[config.mk]
export PLATFORM = sky130hd
export DESIGN_NAME = pgrd_ctrl
export DESIGN_NICKNAME = d
export VERILOG_FILES = /design/src/rtl/pgrd_pkg.sv /design/src/rtl/pgrd_page_cmp.sv /design/src/rtl/pgrd_len_load.sv /design/src/rtl/pgrd_ctrl.sv
export SDC_FILE = /design/constraint.sdc
export NUM_CORES = 1
export LEC_CHECK = 0
export BUFFER_PORTS_ARGS = -buffer_cell sky130_fd_sc_hd__buf_2
export CORE_UTILIZATION = 45
export CTS_BUF_LIST = sky130_fd_sc_hd__clkbuf_8
export CTS_CLUSTER_SIZE = 10
export DETAILED_ROUTE_END_ITERATION = 8
export PLACE_DENSITY = 0.71
export SKIP_CTS_REPAIR_TIMING = 1
export SYNTH_ARGS = -nofsm -noshare
export SYNTH_HDL_FRONTEND = slang
export SYNTH_SLANG_ARGS = --single-unit
[constraint.sdc]
create_clock -name clk -period 3.7 [get_ports clk]
set_clock_uncertainty 0.15 [all_clocks]
set_input_delay 0.74 -clock clk [delete_from_list [all_inputs] [get_ports clk]]
set_output_delay 0.74 -clock clk [all_outputs]
set_load 0.005 [all_outputs]
[src/rtl/pgrd_pkg.sv]
package pgrd_pkg;
    typedef enum logic [1:0] {
        ST_IDLE  = 2'd0,
        ST_PULSE = 2'd1,
        ST_GAP   = 2'd2
    } pgrd_st_e;

    localparam int PAGE_SEL_W = 2;
    localparam int PAGE_MIN_LG = 2;
endpackage

[src/rtl/pgrd_page_cmp.sv]
module pgrd_page_cmp #(
    parameter int ADDR_W   = 24,
    parameter int SEL_W    = 2,
    parameter int BASE_OFS = 2
) (
    input  logic [ADDR_W-1:0] addr_a,
    input  logic [ADDR_W-1:0] addr_b,
    input  logic [SEL_W-1:0]  sel,
    output logic              hit
);
    localparam int TOP_OFS = BASE_OFS + (1 << SEL_W) - 1;

    logic [ADDR_W-1:0] care;

    // bit i belongs to the page address when i >= BASE_OFS + sel
    for (genvar i = 0; i < ADDR_W; i++) begin : g_care
        if (i < BASE_OFS) begin : g_low
            assign care[i] = 1'b0;
        end else if (i >= TOP_OFS) begin : g_high
            assign care[i] = 1'b1;
        end else begin : g_mid
            assign care[i] = ($unsigned(i - BASE_OFS) >= 32'(sel));
        end
    end

    assign hit = ~|((addr_a ^ addr_b) & care);
endmodule

[src/rtl/pgrd_len_load.sv]
module pgrd_len_load #(
    parameter int LEN_W = 8
) (
    input  logic [LEN_W-1:0] first_len,
    input  logic [LEN_W-1:0] next_len,
    input  logic             use_next,
    output logic [LEN_W-1:0] load
);
    logic [LEN_W-1:0] pick;

    always_comb begin
        pick = use_next ? next_len : first_len;
        load = (pick == '0) ? '0 : pick - LEN_W'(1);
    end
endmodule

[src/rtl/pgrd_ctrl.sv]
module pgrd_ctrl #(
    parameter int ADDR_W = 24,
    parameter int DATA_W = 8,
    parameter int LEN_W  = 8
) (
    input  logic                          clk,
    input  logic                          rst_n,
    input  logic                          cfg_page_en,
    input  logic [pgrd_pkg::PAGE_SEL_W-1:0] cfg_page_sel,
    input  logic [LEN_W-1:0]              cfg_first_len,
    input  logic [LEN_W-1:0]              cfg_next_len,
    input  logic                          req_valid,
    input  logic [ADDR_W-1:0]             req_addr,
    output logic                          req_ready,
    output logic                          rsp_valid,
    output logic [DATA_W-1:0]             rsp_data,
    output logic [ADDR_W-1:0]             mem_addr,
    output logic                          mem_ncs,
    output logic                          mem_nrd,
    input  logic [DATA_W-1:0]             mem_data
);
    import pgrd_pkg::*;

    typedef struct packed {
        pgrd_st_e                st;
        logic [LEN_W-1:0]        cnt;
        logic [ADDR_W-1:0]       addr;
        logic                    page_vld;
        logic [PAGE_SEL_W-1:0]   sel_snap;
        logic                    rsp_vld;
        logic [DATA_W-1:0]       rsp_data;
    } regs_t;

    regs_t r_q, r_d;

    logic             accept;
    logic             same_page;
    logic             page_open;
    logic             use_next;
    logic [LEN_W-1:0] len_load;

    pgrd_page_cmp #(
        .ADDR_W   (ADDR_W),
        .SEL_W    (PAGE_SEL_W),
        .BASE_OFS (PAGE_MIN_LG)
    ) page_cmp_i (
        .addr_a (req_addr),
        .addr_b (r_q.addr),
        .sel    (cfg_page_sel),
        .hit    (same_page)
    );

    pgrd_len_load #(
        .LEN_W (LEN_W)
    ) len_load_i (
        .first_len (cfg_first_len),
        .next_len  (cfg_next_len),
        .use_next  (use_next),
        .load      (len_load)
    );

    always_comb begin
        req_ready = (r_q.st == ST_IDLE) || ((r_q.st == ST_GAP) && cfg_page_en);
        accept    = req_valid && req_ready;
        page_open = r_q.page_vld && cfg_page_en && (r_q.sel_snap == cfg_page_sel);
        use_next  = (r_q.st == ST_GAP) && page_open && same_page;
    end

    always_comb begin
        r_d         = r_q;
        r_d.rsp_vld = 1'b0;
        unique case (r_q.st)
            ST_IDLE: begin
                r_d.page_vld = 1'b0;
                if (accept) begin
                    r_d.st       = ST_PULSE;
                    r_d.addr     = req_addr;
                    r_d.cnt      = len_load;
                    r_d.page_vld = cfg_page_en;
                    r_d.sel_snap = cfg_page_sel;
                end
            end
            ST_PULSE: begin
                if (r_q.cnt == '0) begin
                    r_d.rsp_vld  = 1'b1;
                    r_d.rsp_data = mem_data;
                    r_d.st       = cfg_page_en ? ST_GAP : ST_IDLE;
                end else begin
                    r_d.cnt = r_q.cnt - LEN_W'(1);
                end
            end
            ST_GAP: begin
                if (accept) begin
                    r_d.st       = ST_PULSE;
                    r_d.addr     = req_addr;
                    r_d.cnt      = len_load;
                    r_d.page_vld = 1'b1;
                    r_d.sel_snap = cfg_page_sel;
                end else begin
                    r_d.st       = ST_IDLE;
                    r_d.page_vld = 1'b0;
                end
            end
            default: begin
                r_d.st = ST_IDLE;
            end
        endcase
    end

    always_ff @(posedge clk or negedge rst_n) begin
        if (!rst_n) begin
            r_q <= '{st: ST_IDLE, cnt: '0, addr: '0, page_vld: 1'b0,
                     sel_snap: '0, rsp_vld: 1'b0, rsp_data: '0};
        end else begin
            r_q <= r_d;
        end
    end

    assign mem_addr  = r_q.addr;
    assign mem_ncs   = (r_q.st == ST_IDLE);
    assign mem_nrd   = (r_q.st == ST_IDLE);
    assign rsp_valid = r_q.rsp_vld;
    assign rsp_data  = r_q.rsp_data;
endmodule

Yosys cells after proc, flatten, opt, wreduce, memory -nomap -nowiden
Cells that the tools add are included.

Register bits after elaboration: 46. Latch bits: 0. Bits in writable memories: 0. ROM bits: 0. Input port bits: 54. Output and inout bits: 36. Logic and storage cells: 54. Memories kept: 0.

Add/subtract/negate cells: 2. Multiply operators: 0. Div/mod/pow operators: 0. $lt $le $gt $ge: 3. Equality and inequality tests: 7. Shift-type cells: 0. Multiplexer cells: 15. Bitwise logic cells: 2. Reduce and logical (&&, ||, !) cells: 18.

Operators by type and width (number): case mux 27 bit (2 select lines) (1); two-way mux 37 bit (1); two-way mux 32 bit (1); bitwise AND 24 bit (1); two-way mux 8 bit (3); case mux 8 bit (3 select lines) (1); OR reduction 24 bit (1); bitwise XOR 24 bit (1); two-way mux 9 bit (2); zero test 8 bit (2); subtractor 8 x 1 -> 8 bit (second input constant) (2); logical AND 1 bit (6); two-way mux 2 bit (3); != test 2 bit (second input constant) (3); case mux 2 bit (3 select lines) (1); >= comparator 1 x 2 -> 1 bit (first input constant) (2); AND reduction 2 bit (2); AND reduction 4 bit (1); AND reduction 3 bit (1); nonzero test 3 bit (1); == test 2 x 1 -> 1 bit (second input constant) (1); == test 2 bit (1); == test 2 bit (second input constant) (1); >= comparator 2 bit (first input constant) (1); 6 further kinds (7).

Longest topological paths before layout
Word-level depth: 10. Depth in mapped cells: 14. Mapped depth without buffers: 14.

By module
From an unflattened synthesis, not the netlist that was laid out.

Cell total of the unflattened synthesis: 362. Area total of the unflattened synthesis: 3105.5 um^2.

Modules (own cells, without submodules): pgrd_ctrl (times used 1, cells each 285, area each 2441.1 um^2, sequential area each 1151.1 um^2); pgrd_len_load (times used 1, cells each 46, area each 401.6 um^2, sequential area each 0.0 um^2); pgrd_page_cmp (times used 1, cells each 31, area each 262.8 um^2, sequential area each 0.0 um^2).

Worst setup path after synthesis
No wires, ideal clock.

Kind: input to register. Start: in req_addr[2]. End: reg r_q[40] in the netlist's numbering. Library setup time: 87 ps. Data arrival time: 2968 ps. Required time: 3463 ps. Path slack: 495 ps. Stages on the path: 13. Buffers on the path: 0. Path through: xor2_1 o2bb2ai_1 nor4_1 nand2_2 mux2_2 inv_1 ha_1 inv_1 or3_1 xor2_1 o21ai_0 o21ai_0 o211ai_1.

Cells in the longest elaborated chain, start to end: 10. Elaborated cells between the ends (all ways): 12. Those cells by class: 1 x add/sub; 5 x mux; 2 x bitwise; 4 x reduce/logical.

Ends and longest elaborated chain: start, declared (RTL line pgrd_ctrl.sv:13) `input logic [ADDR_W-1:0] req_addr,`; bitwise XOR 24 bit * (RTL line pgrd_page_cmp.sv:26) `assign hit = ~|((addr_a ^ addr_b) & care);`; bitwise AND 24 bit * (RTL line pgrd_page_cmp.sv:26); OR reduction 24 bit * (RTL line pgrd_page_cmp.sv:26); zero test 1 bit * (RTL line pgrd_page_cmp.sv:26); logical AND 1 bit * (RTL line pgrd_ctrl.sv:66) `use_next = (r_q.st == ST_GAP) && page_open && same_page;`; two-way mux 8 bit * (RTL line pgrd_len_load.sv:12) `pick = use_next ? next_len : first_len;`; subtractor 8 x 1 -> 8 bit or zero test 8 bit (tied branches) (RTL line pgrd_len_load.sv:13) `load = (pick == '0) ? '0 : pick - LEN_W'(1);`; two-way mux 8 bit * (RTL line pgrd_len_load.sv:13); two-way mux 32 bit or two-way mux 37 bit (tied branches) (RTL line pgrd_ctrl.sv:93, pgrd_ctrl.sv:75); case mux 8 bit (3 select lines) * (RTL line pgrd_ctrl.sv:72) `unique case (r_q.st)`; end signal, assigned (RTL line pgrd_ctrl.sv:112) `r_q <= '{st: ST_IDLE, cnt: '0, addr: '0, page_vld: 1'b0,`; end signal, assigned (RTL line pgrd_ctrl.sv:115) `r_q <= r_d;`; end, declared (RTL line pgrd_ctrl.sv:34) `regs_t r_q, r_d;`.

Every way passes the cells marked *; elsewhere a longest branch is shown, timed or not. The select of a mux whose other input is x is not followed. A chain may end at the register's enable or synchronous reset.

Worst setup path in the final report
Start: in req_addr[4]. End: reg r_q[40] in the netlist's numbering.

The elaborated chain is that of the path after synthesis.

==> run_results.csv <==
group,metric,value,unit
layout,drive_above_1_share,37.64,%
detailed_routing,vias,2284,
hold_path,min_path_cells,2,
detailed_routing,drtIter0Drc,162,
synth,yosysMostFrequentCell,"dfrtp_1",
sta,slew_viol_final,0,
power,p_leak,1.540,nW
die,row_count,29,
layout,layout-area-overhead-vs-synth,13.65,%
setup_path,crit_required,3.76,ns
layout,post-route-cell-area,3334,sq um
detailed_routing,drc,0,
die,die_w,82.75,um
power,p_sw_share,37.96,%
synth,netlist.area_leader.share,39.23,%
power,pwr_density_cell,731.1,nW/um^2
grt,antenna_found_initial,0,
clock_network,clk_pin_slew,0.09,ns
synth,synth_seq_area_share,39.23,%
clock_network,clk_latency,0.29,ns
die,start_util,46.47,%
synth,ys_top_cells_by_area,"dfrtp_1 (39%), mux2_2 (11%), xnor2_1 (9.3%)",
sta,layout_min_cycle_time,3.258,ns
power,p_int,1.512,mW
power,power_frac_comb,47.9,%
die,coreArea,6314,sq um
placed_design,place_ws,0.1577,ns
power,switchingPower,0.9254,mW
clock_network,numCtsBuffers,5,
setup_path,worstPathArrival,3.32,ns
sta,finalSetupTns,0,ns
die,die_h,82.75,um
hold_path,hp-class,"flop to flop",
grt,grt_pass1_vias,2109,
detailed_routing,wl_per_cell,13.39,um
power,power.total,2.438,mW
clock_network,tritoncts,"done",
power,irDropWorstVdd,0.3518,mV
clock_network,root_buffer,"clkbuf_8",
grt,grt_pass1_wl,9.273,mm
synth,synth_top_area_cell,"dfrtp_1",
synth,syn_inst,302,
synth,synth_nets,364,
sta,setup_ws,0.4424,ns
synth,synth_common_cells,"dfrtp_1 (46), nand2_1 (38), buf_4 (33), xnor2_1 (31), mux2_2 (28)",
synth,async_flop_share,100.0,%
setup_path,reg2reg_depth,14,
detailed_routing,drt-total-wl,5.907,mm
sta,setup_viol,0,
clock_network,cts_htree_levels,2,
setup_path,regToRegEndpoint,"r_q[40]",
power,clockPowerShare,14.1,%
placed_design,gp_congestion,0.9681,
detailed_routing,dr.pass1.iters,5,
synth,netlist_area,2934,sq um
clock_network,cts.sinks,46,
sta,fmax,0.3070,GHz
setup_path,crit-reg2reg-launch,"r_q[44]",
layout,nets,425,
synth,synth_edf_count,0,
grt,grt_overflow_total,0,
grt,grt_max_degree,47,
die,ios,90,
detailed_routing,routed_via_density,5.179,
synth,ys_warn_count,0,
setup_path,startpoint_type,"primary input",
sta,hold_viol_final,0,
sta,slew_headroom,31.59,%
placed_design,postPlaceCellArea,3229,sq um
detailed_routing,ant_nets,0,
grt,grt_use_total,18.01,%
setup_path,critical_path_class,"primary input to flop",
sta,post-route-period-util,88.04,%
synth,synth_seq_cells,46,
setup_path,r2r_setup_slack,0.46,ns
synth,synthFlopType,"dfrtp_1",
setup_path,path_max_fanout,7,
setup_path,cp-end-kind,"flop",
flow_run,maxCapViolCount,0,
synth,avgSynthCellArea,9.715,sq um
placed_design,io_buffer_count,89,
power,seq_power_share,37.9,%
placed_design,dp_hpwl,4.589,mm
layout,diodes,0,
hold_path,hp-start,"rsp_data[6]",
synth,synth_cell_types,43,
clock_network,clk_path_buf_depth,2,
outcome,status,"completed",
die,die-area,6847,sq um
sta,tightest_slew,1.026,ns
sta,rsz0062_at_grt,"no",
hold_path,holdPathEnd,"rsp_data[6]",
## routing by layer
| layer | global-route usage (%) | share of wire, % |
|---|---|---|
| met1 | 20.54 | 41 |
| met2 | 32.38 | 52 |
| met3 | 4.286 | 4.9 |
| met4 | 6.724 | 1.9 |
| met5 | 0 | 0 |
## per-stage QoR
step	utilization (%)	hold slack (ns)	instances
CTS	52.81	0.3281	441
global route	52.81	0.3529	441
detailed placement	51.15	0.3068	433
finish	52.81	0.3248	441
global placement	51.15	0.3040	433
floorplan	-	0.2944	302
## placed cells by master, fill, tap and decap left out, types with 9 or more instances in the layout
cell     synthesis  routed
dfrtp_1         46      46
buf_2            2      89
nor2_1          17      17
inv_1            9       9
xnor2_1         31      31
o21ai_0         10      10
nand2_1         38      38
mux2_2          28      28
a21oi_1          9       9
## worst max-delay path by stage
stage,from,end,slack (ns)
after floorplan,req_addr[2],r_q[40],0.50
after global placement,req_addr[23],r_q[40],0.31
after detailed placement,req_addr[4],r_q[40],0.16
after CTS,req_addr[4],r_q[40],0.48
after global routing,r_q[44],r_q[40],0.13
final,req_addr[4],r_q[40],0.44
## power by group through the flow
stage / Combinational (mW) / Clock, mW / Sequential (mW)
after floorplan: 1.05 / 0 / 0.894
after global placement: 1.15 / 0 / 0.923
after detailed placement: 1.17 / 0 / 0.937
after CTS: 1.18 / 0.357 / 0.926
after global routing: 1.30 / 0.376 / 0.964
final: 1.17 / 0.344 / 0.925
## registers in the layout (all words and copies together), names as in the netlist
name and flops:
rsp_valid 1, r_q 13, mem_addr 24, rsp_data 8
## final cells by class
type	count	area [sq um]
Timing Repair Buffer	92	467.9
Clock inverter	1	8.758
Fill cell	608	2979
Tap cell	77	96.34
Sequential cell	46	1151
Multi-Input combinational cell	208	1476
Clock buffer	7	96.34
Inverter	10	37.54
## logic make-up (layout without fill, tap and decap cells)
| group | after synthesis | in the layout | synth area share [%] |
|---|---|---|---|
| xor gates and xnor gates | 34 | 34 | 10.15 |
| and+or+nand+nor | 93 | 93 | 15.52 |
| AOI/OAI and AO/OA | 41 | 41 | 9.126 |
| adders and majority gates | 9 | 9 | 3.753 |
| muxes | 31 | 31 | 11.77 |
| buffers and inverters | 48 | 110 | 10.45 |
| DFF | 46 | 46 | 39.23 |
## critical path, stage by stage
cell	delay (ns)
buf_2	0.11
xnor2_1	0.20
a21oi_1	0.13
nor4_1	0.49
nand2_2	0.12
buf_4	0.19
mux2i_1	0.21
ha_1	0.23
inv_1	0.09
or3_1	0.33
xor2_1	0.15
o21ai_0	0.08
o21ai_0	0.11
o211ai_1	0.15
Power figures use the tool's default switching activity.
